==> config.mk <==
export PLATFORM = sky130hd
export DESIGN_NAME = xlat_cache
export DESIGN_NICKNAME = d
export VERILOG_FILES = /design/src/rtl/xlat_pkg.sv /design/src/rtl/xlat_entry.sv /design/src/rtl/xlat_victim.sv /design/src/rtl/xlat_pte_sel.sv /design/src/rtl/xlat_cache.sv
export SDC_FILE = /design/constraint.sdc
export NUM_CORES = 2
export LEC_CHECK = 0
export BUFFER_PORTS_ARGS = -buffer_cell sky130_fd_sc_hd__buf_2
export CORE_MARGIN = 3
export CORE_UTILIZATION = 45
export DETAILED_ROUTE_END_ITERATION = 8
export PLACE_DENSITY = 0.69
export SYNTH_ARGS = -nofsm -noshare
export SYNTH_HDL_FRONTEND = slang
export SYNTH_SLANG_ARGS = --single-unit
==> constraint.sdc <==
create_clock -name clk -period 9.81 [get_ports clk]
set_input_delay 0.4905 -clock clk [delete_from_list [all_inputs] [get_ports clk]]
set_output_delay 0.4905 -clock clk [all_outputs]
set_load 0.05 [all_outputs]
==> src/rtl/xlat_pkg.sv <==
package xlat_pkg;

   typedef enum logic [1:0] {
      FILL_NONE,
      FILL_SAME,
      FILL_FREE,
      FILL_EVICT
   } fill_kind_e;

   function automatic int unsigned idx_w(input int unsigned n);
      return (n <= 1) ? 1 : $clog2(n);
   endfunction

endpackage

==> src/rtl/xlat_entry.sv <==
module xlat_entry #(
   parameter int unsigned VPN_W = 20,
   parameter int unsigned PTE_W = 32
) (
   input  logic             clk,
   input  logic             rst_n,
   input  logic [VPN_W-1:0] lk_vpn,
   input  logic             flush,
   input  logic             inv_en,
   input  logic [VPN_W-1:0] inv_vpn,
   input  logic [VPN_W-1:0] fill_vpn,
   input  logic [PTE_W-1:0] fill_pte,
   input  logic             wr_en,
   output logic             lk_match,
   output logic             fill_match,
   output logic             free,
   output logic [PTE_W-1:0] pte_o
);

   logic             valid_q;
   logic [VPN_W-1:0] tag_q;
   logic [PTE_W-1:0] pte_q;
   logic             live;

   always_comb begin
      lk_match   = valid_q && (tag_q == lk_vpn);
      live       = valid_q && !flush && !(inv_en && (tag_q == inv_vpn));
      fill_match = live && (tag_q == fill_vpn);
      free       = !live;
      pte_o      = pte_q;
   end

   always_ff @(posedge clk) begin
      if (!rst_n) begin
         valid_q <= 1'b0;
         tag_q   <= '0;
         pte_q   <= '0;
      end else if (wr_en) begin
         valid_q <= 1'b1;
         tag_q   <= fill_vpn;
         pte_q   <= fill_pte;
      end else begin
         valid_q <= live;
      end
   end

endmodule

==> src/rtl/xlat_victim.sv <==
module xlat_victim
   import xlat_pkg::*;
#(
   parameter int unsigned N        = 16,
   parameter bit          SKIP_MRU = 1'b1,
   localparam int unsigned IW      = idx_w(N)
) (
   input  logic          clk,
   input  logic          rst_n,
   input  logic          fill_en,
   input  logic [N-1:0]  fill_match,
   input  logic [N-1:0]  free,
   input  logic          hit_upd,
   input  logic [IW-1:0] hit_idx,
   output logic [IW-1:0] wr_idx
);

   localparam logic [IW-1:0] LAST = IW'(N - 1);

   logic [IW-1:0] rr_q, mru_q, cand, match_idx, free_idx;
   logic          match_any, free_any;
   fill_kind_e    kind;

   function automatic logic [IW-1:0] wrap_inc(input logic [IW-1:0] x);
      return (x == LAST) ? '0 : x + 1'b1;
   endfunction

   always_comb begin
      match_any = 1'b0;
      match_idx = '0;
      for (int i = 0; i < int'(N); i++) begin
         if (fill_match[i]) begin
            match_any = 1'b1;
            match_idx = IW'(i);
         end
      end
   end

   always_comb begin
      free_any = 1'b0;
      free_idx = '0;
      for (int i = int'(N) - 1; i >= 0; i--) begin
         if (free[i]) begin
            free_any = 1'b1;
            free_idx = IW'(i);
         end
      end
   end

   generate
      if (SKIP_MRU) begin : g_nlu
         always_comb cand = (rr_q == mru_q) ? wrap_inc(rr_q) : rr_q;
      end else begin : g_rr
         always_comb cand = rr_q;
      end
   endgenerate

   always_comb begin
      if (!fill_en) begin
         kind   = FILL_NONE;
         wr_idx = '0;
      end else if (match_any) begin
         kind   = FILL_SAME;
         wr_idx = match_idx;
      end else if (free_any) begin
         kind   = FILL_FREE;
         wr_idx = free_idx;
      end else begin
         kind   = FILL_EVICT;
         wr_idx = cand;
      end
   end

   always_ff @(posedge clk) begin
      if (!rst_n) begin
         rr_q  <= '0;
         mru_q <= '0;
      end else begin
         if (kind == FILL_EVICT) rr_q <= wrap_inc(cand);
         if (kind != FILL_NONE)  mru_q <= wr_idx;
         else if (hit_upd)       mru_q <= hit_idx;
      end
   end

endmodule

==> src/rtl/xlat_pte_sel.sv <==
module xlat_pte_sel #(
   parameter int unsigned N     = 16,
   parameter int unsigned PTE_W = 32,
   parameter int unsigned IW    = 4
) (
   input  logic [N-1:0]       hit_vec,
   input  logic [N*PTE_W-1:0] pte_flat,
   output logic               any,
   output logic [IW-1:0]      idx,
   output logic [PTE_W-1:0]   pte
);

   always_comb begin
      any = |hit_vec;
      idx = '0;
      pte = '0;
      for (int i = 0; i < int'(N); i++) begin
         if (hit_vec[i]) begin
            idx = idx | IW'(i);
            pte = pte | pte_flat[i*PTE_W +: PTE_W];
         end
      end
   end

endmodule

==> src/rtl/xlat_cache.sv <==
module xlat_cache
   import xlat_pkg::*;
#(
   parameter int unsigned ENTRIES   = 16,
   parameter int unsigned VPN_W     = 20,
   parameter int unsigned OFS_W     = 12,
   parameter int unsigned PTE_W     = 32,
   parameter int unsigned FRAME_W   = 20,
   parameter int unsigned FRAME_LSB = 12,
   parameter bit          SKIP_MRU  = 1'b1
) (
   input  logic                     clk,
   input  logic                     rst_n,
   input  logic                     lk_valid,
   input  logic [VPN_W-1:0]         lk_vpn,
   input  logic [OFS_W-1:0]         lk_ofs,
   output logic                     hit,
   output logic                     miss,
   output logic [PTE_W-1:0]         hit_pte,
   output logic [FRAME_W+OFS_W-1:0] phys_addr,
   input  logic                     fill_en,
   input  logic [VPN_W-1:0]         fill_vpn,
   input  logic [PTE_W-1:0]         fill_pte,
   input  logic                     inv_en,
   input  logic [VPN_W-1:0]         inv_vpn,
   input  logic                     flush
);

   localparam int unsigned IW = idx_w(ENTRIES);

   if (ENTRIES < 16 || ENTRIES > 48) begin : g_bad_entries
      $error("xlat_cache: ENTRIES must be within 16..48");
   end
   if (FRAME_LSB + FRAME_W > PTE_W) begin : g_bad_frame
      $error("xlat_cache: frame field exceeds PTE width");
   end

   logic [ENTRIES-1:0]       raw_match, fill_match, free, wr_en, hit_vec;
   logic [ENTRIES*PTE_W-1:0] pte_flat;
   logic [IW-1:0]            wr_idx, hit_idx;
   logic                     lk_block;

   for (genvar i = 0; i < int'(ENTRIES); i++) begin : g_ent
      assign wr_en[i] = fill_en && (wr_idx == IW'(i));
      xlat_entry #(.VPN_W(VPN_W), .PTE_W(PTE_W)) u_ent (
         .clk        (clk),
         .rst_n      (rst_n),
         .lk_vpn     (lk_vpn),
         .flush      (flush),
         .inv_en     (inv_en),
         .inv_vpn    (inv_vpn),
         .fill_vpn   (fill_vpn),
         .fill_pte   (fill_pte),
         .wr_en      (wr_en[i]),
         .lk_match   (raw_match[i]),
         .fill_match (fill_match[i]),
         .free       (free[i]),
         .pte_o      (pte_flat[i*PTE_W +: PTE_W])
      );
   end

   always_comb begin
      lk_block = flush || (inv_en && (inv_vpn == lk_vpn));
      hit_vec  = (lk_valid && !lk_block) ? raw_match : '0;
   end

   xlat_pte_sel #(.N(ENTRIES), .PTE_W(PTE_W), .IW(IW)) u_sel (
      .hit_vec  (hit_vec),
      .pte_flat (pte_flat),
      .any      (hit),
      .idx      (hit_idx),
      .pte      (hit_pte)
   );

   xlat_victim #(.N(ENTRIES), .SKIP_MRU(SKIP_MRU)) u_vic (
      .clk        (clk),
      .rst_n      (rst_n),
      .fill_en    (fill_en),
      .fill_match (fill_match),
      .free       (free),
      .hit_upd    (hit),
      .hit_idx    (hit_idx),
      .wr_idx     (wr_idx)
   );

   assign miss      = lk_valid && !hit;
   assign phys_addr = {hit_pte[FRAME_LSB +: FRAME_W], lk_ofs};

endmodule

==> results.sh <==
export IMPL_cts_buffers=91
export IMPL_ys_top_cells_by_count="856 x dfxtp_1, 833 x mux2i_1, 695 x nand2_1, 626 x xor2_1, 361 x xnor2_1"
export IMPL_cts_tree="done"
export IMPL_via_count=38100
export IMPL_area_growth_pct=8.88
export IMPL_fp_dieH_um=328
export IMPL_post_route_period_util_pct=60.8
export IMPL_p_per_area_nw_per_um2=154
export IMPL_synth_top_cell_area_share_pct=36.7
export IMPL_wl_mm=176
export IMPL_grt_setup_unrepaired="false"
export IMPL_coreArea_sq_um=102000
export IMPL_htree_levels=3
export IMPL_viasPerCell=6.12
export IMPL_synthTopCellsByArea="dfxtp_1 37%, mux2i_1 18%, xor2_1 12%"
export IMPL_min_path_type="in -> reg"
export IMPL_drc=0
export IMPL_ys_seq_area_share_pct=36.7
export IMPL_peakVddDrop_mv=0.168
export IMPL_critPathKind="in -> out"
export IMPL_ant_nets=0
export IMPL_initial_core_util_pct=45.6
export IMPL_fin_ws_ns=3.85
export IMPL_grt_overflow=0
export IMPL_ys_types=71
export IMPL_synthArstFlopShare_pct=0
export IMPL_synth_fp_nets=5013
export IMPL_cts_sinks=856
export IMPL_grt_pass1_vias=36600
export IMPL_cts_hold_buf=0
export IMPL_yosysTopAreaCell="dfxtp_1"
export IMPL_worstPathMaxFanout=25
export IMPL_worstMarginPinSlew_ns=1.30
export IMPL_io_pins=176
export IMPL_final_setup_viol_count=0
export IMPL_post_cts_buffers=0
export IMPL_dp_final_hpwl_mm=101
export IMPL_netlist_instances=4901
export IMPL_drive_above_1_share_pct=9.12
export IMPL_routabilityCongestion=0.983
export IMPL_grt_pass1_wl_mm=253
export IMPL_grt_use_total_pct=31.6
export IMPL_dieArea_sq_um=108000
export IMPL_tns_ns=0
export IMPL_grt_start_max_net_pins=196
export IMPL_worstPathRequired_ns=9.32
export IMPL_firstDrtPassIters=6
export IMPL_p_leak_nw=21.6
export IMPL_yosys_most_used_dff="dfxtp_1"
export IMPL_cts_resized_gates=0
export IMPL_clock_skew_final_ns=0.0547
export IMPL_synth_area_sq_um=46700
export IMPL_syn_avg_cell_area_sq_um=9.53
export IMPL_clk_path_buf_depth=3
export IMPL_status="finished, final reports clean"
export IMPL_path_clk_slew_ns=0.07
export IMPL_clock_root_buffer="clkbuf_16"
export IMPL_grt_antenna_before_repair=10
export IMPL_startpoint_type="primary input"
export IMPL_arrival_ns=5.47
export IMPL_max_slew_margin_pct=12.9
export IMPL_maxCapViolCount=0
export IMPL_wl_per_cell_um=28.2
export IMPL_fmax_mhz=168
export IMPL_dp_slack_ns=3.48
export IMPL_row_count=117
export IMPL_synth_seq_cells=856
export IMPL_endpoint_kind="output port"
export IMPL_fin_crit_ns=5.96
export IMPL_synth_edf_count=0
export IMPL_drtIter0Drc=4457
export IMPL_drv_slew=0
export IMPL_die_w_um=328
export IMPL_synth_most_common_cell="dfxtp_1"
export IMPL_clock_latency_ns=0.72
export IMPL_io_buffers=151
export IMPL_finalNetCount=4897
export IMPL_finalHoldViolations=0
export IMPL_ys_warn_count=0
-- cell usage in the layout (no fill, tap or decap), types with 8 or more instances in the layout --
master,Yosys,routed
o21a_1,14,14
buf_2,98,150
xnor2_1,361,361
nand3_4,0,8
clkbuf_8,0,21
nor4_1,155,155
nand2b_1,12,12
nand4_1,142,142
clkinv_2,0,11
nor3_1,57,40
a21oi_1,11,11
nand2_1,695,694
nor2b_1,218,218
and2_1,9,9
xor2_1,626,626
clkbuf_1,245,23
nand3_1,55,47
a221oi_1,129,129
nor3_2,0,17
dfxtp_1,856,856
a21boi_0,8,8
mux2i_1,833,833
nor2_1,19,19
buf_4,79,94
o21ai_0,13,13
a22o_1,128,128
clkbuf_16,0,91
-- report_power, final --
part           leakage, nW  switching (mW)  internal [mW]
Combinational         13.2           0.480          0.194
Sequential            6.90          0.0223           3.50
Clock                 1.54            1.55           2.08
Total                 21.6            2.05           5.77
-- metal layers --
metal  track usage (%)  vias up  share of wire [%]
li1                  -    16700                  -
met1              40.9    18600                 40
met2              48.1     2183                 43
met3              7.43      679                 11
met4              18.5        6                6.7
met5                 0        -              0.023
-- worst paths after layout --
kind	depth (start not counted)	slack [ns]	endpoint	from
min	3	0.10	g_ent[6].u_ent.pte_o[25]	fill_pte[25]
min reg2reg	2	0.46	g_ent[12].u_ent.pte_o[20]	g_ent[12].u_ent.pte_o[20]
max reg2reg	12	4.07	g_ent[5].u_ent.tag_q[7]	g_ent[7].u_ent.tag_q[9]
max	12	3.85	hit_pte[0]	inv_vpn[17]
-- registers in the layout, summed over array words and instances, names as in the netlist --
name	cells
g_ent.u_ent.tag_q	320
g_ent.u_ent.valid_q	16
u_vic.rr_q	4
u_vic.mru_q	4
g_ent.u_ent.pte_o	512
-- metrics by stage --
stage               hold WS [ns]  cells  utilization (%)  power [mW]  area [sq um]
floorplan                  0.434   4901                -        4.01         46700
global route              0.0968   6230             49.7        8.01         50900
global placement           0.441   6060             46.6        4.23         47700
CTS                       0.0660   6228             49.7        7.83         50800
detailed placement         0.447   6060             46.6        4.23         47700
finish                     0.100   6232             49.7        7.83         50900
-- layout make-up --
| class | instances | area [sq um] |
|---|---|---|
| multi-input combinational | 3583 | 27300 |
| tap | 1368 | 1710 |
| fill | 9358 | 51500 |
| antenna | 4 | 10.0 |
| clock buffer | 135 | 2650 |
| clock inverter | 33 | 512 |
| inverter | 5 | 18.8 |
| timing repair buffer | 248 | 1530 |
| sequential | 856 | 17100 |
-- cells by family after synthesis --
logic type               Yosys count  share of synthesized area (%)
AND/OR/NAND/NOR                 1395                           14.7
XOR/XNOR                         987                           18.5
flip-flops                       856                           36.7
multiplexers                     835                           17.9
buffers and inverters            462                           5.41
AO/OA/AOI/OAI                    364                           6.71
adder cells (fa/ha/maj)            2                         0.0536
-- critical path: stages --
cell and delay, ns:
buf_2 0.76, xnor2_1 0.21, nand3_1 0.26, nor4_1 0.49
a311o_1 0.88, buf_4 0.43, nor3_2 0.25, buf_4 0.35
a22o_1 0.29, a221oi_1 0.39, nand4_1 0.30, buf_2 0.30
Note: power is estimated with default switching activity, not from simulation.
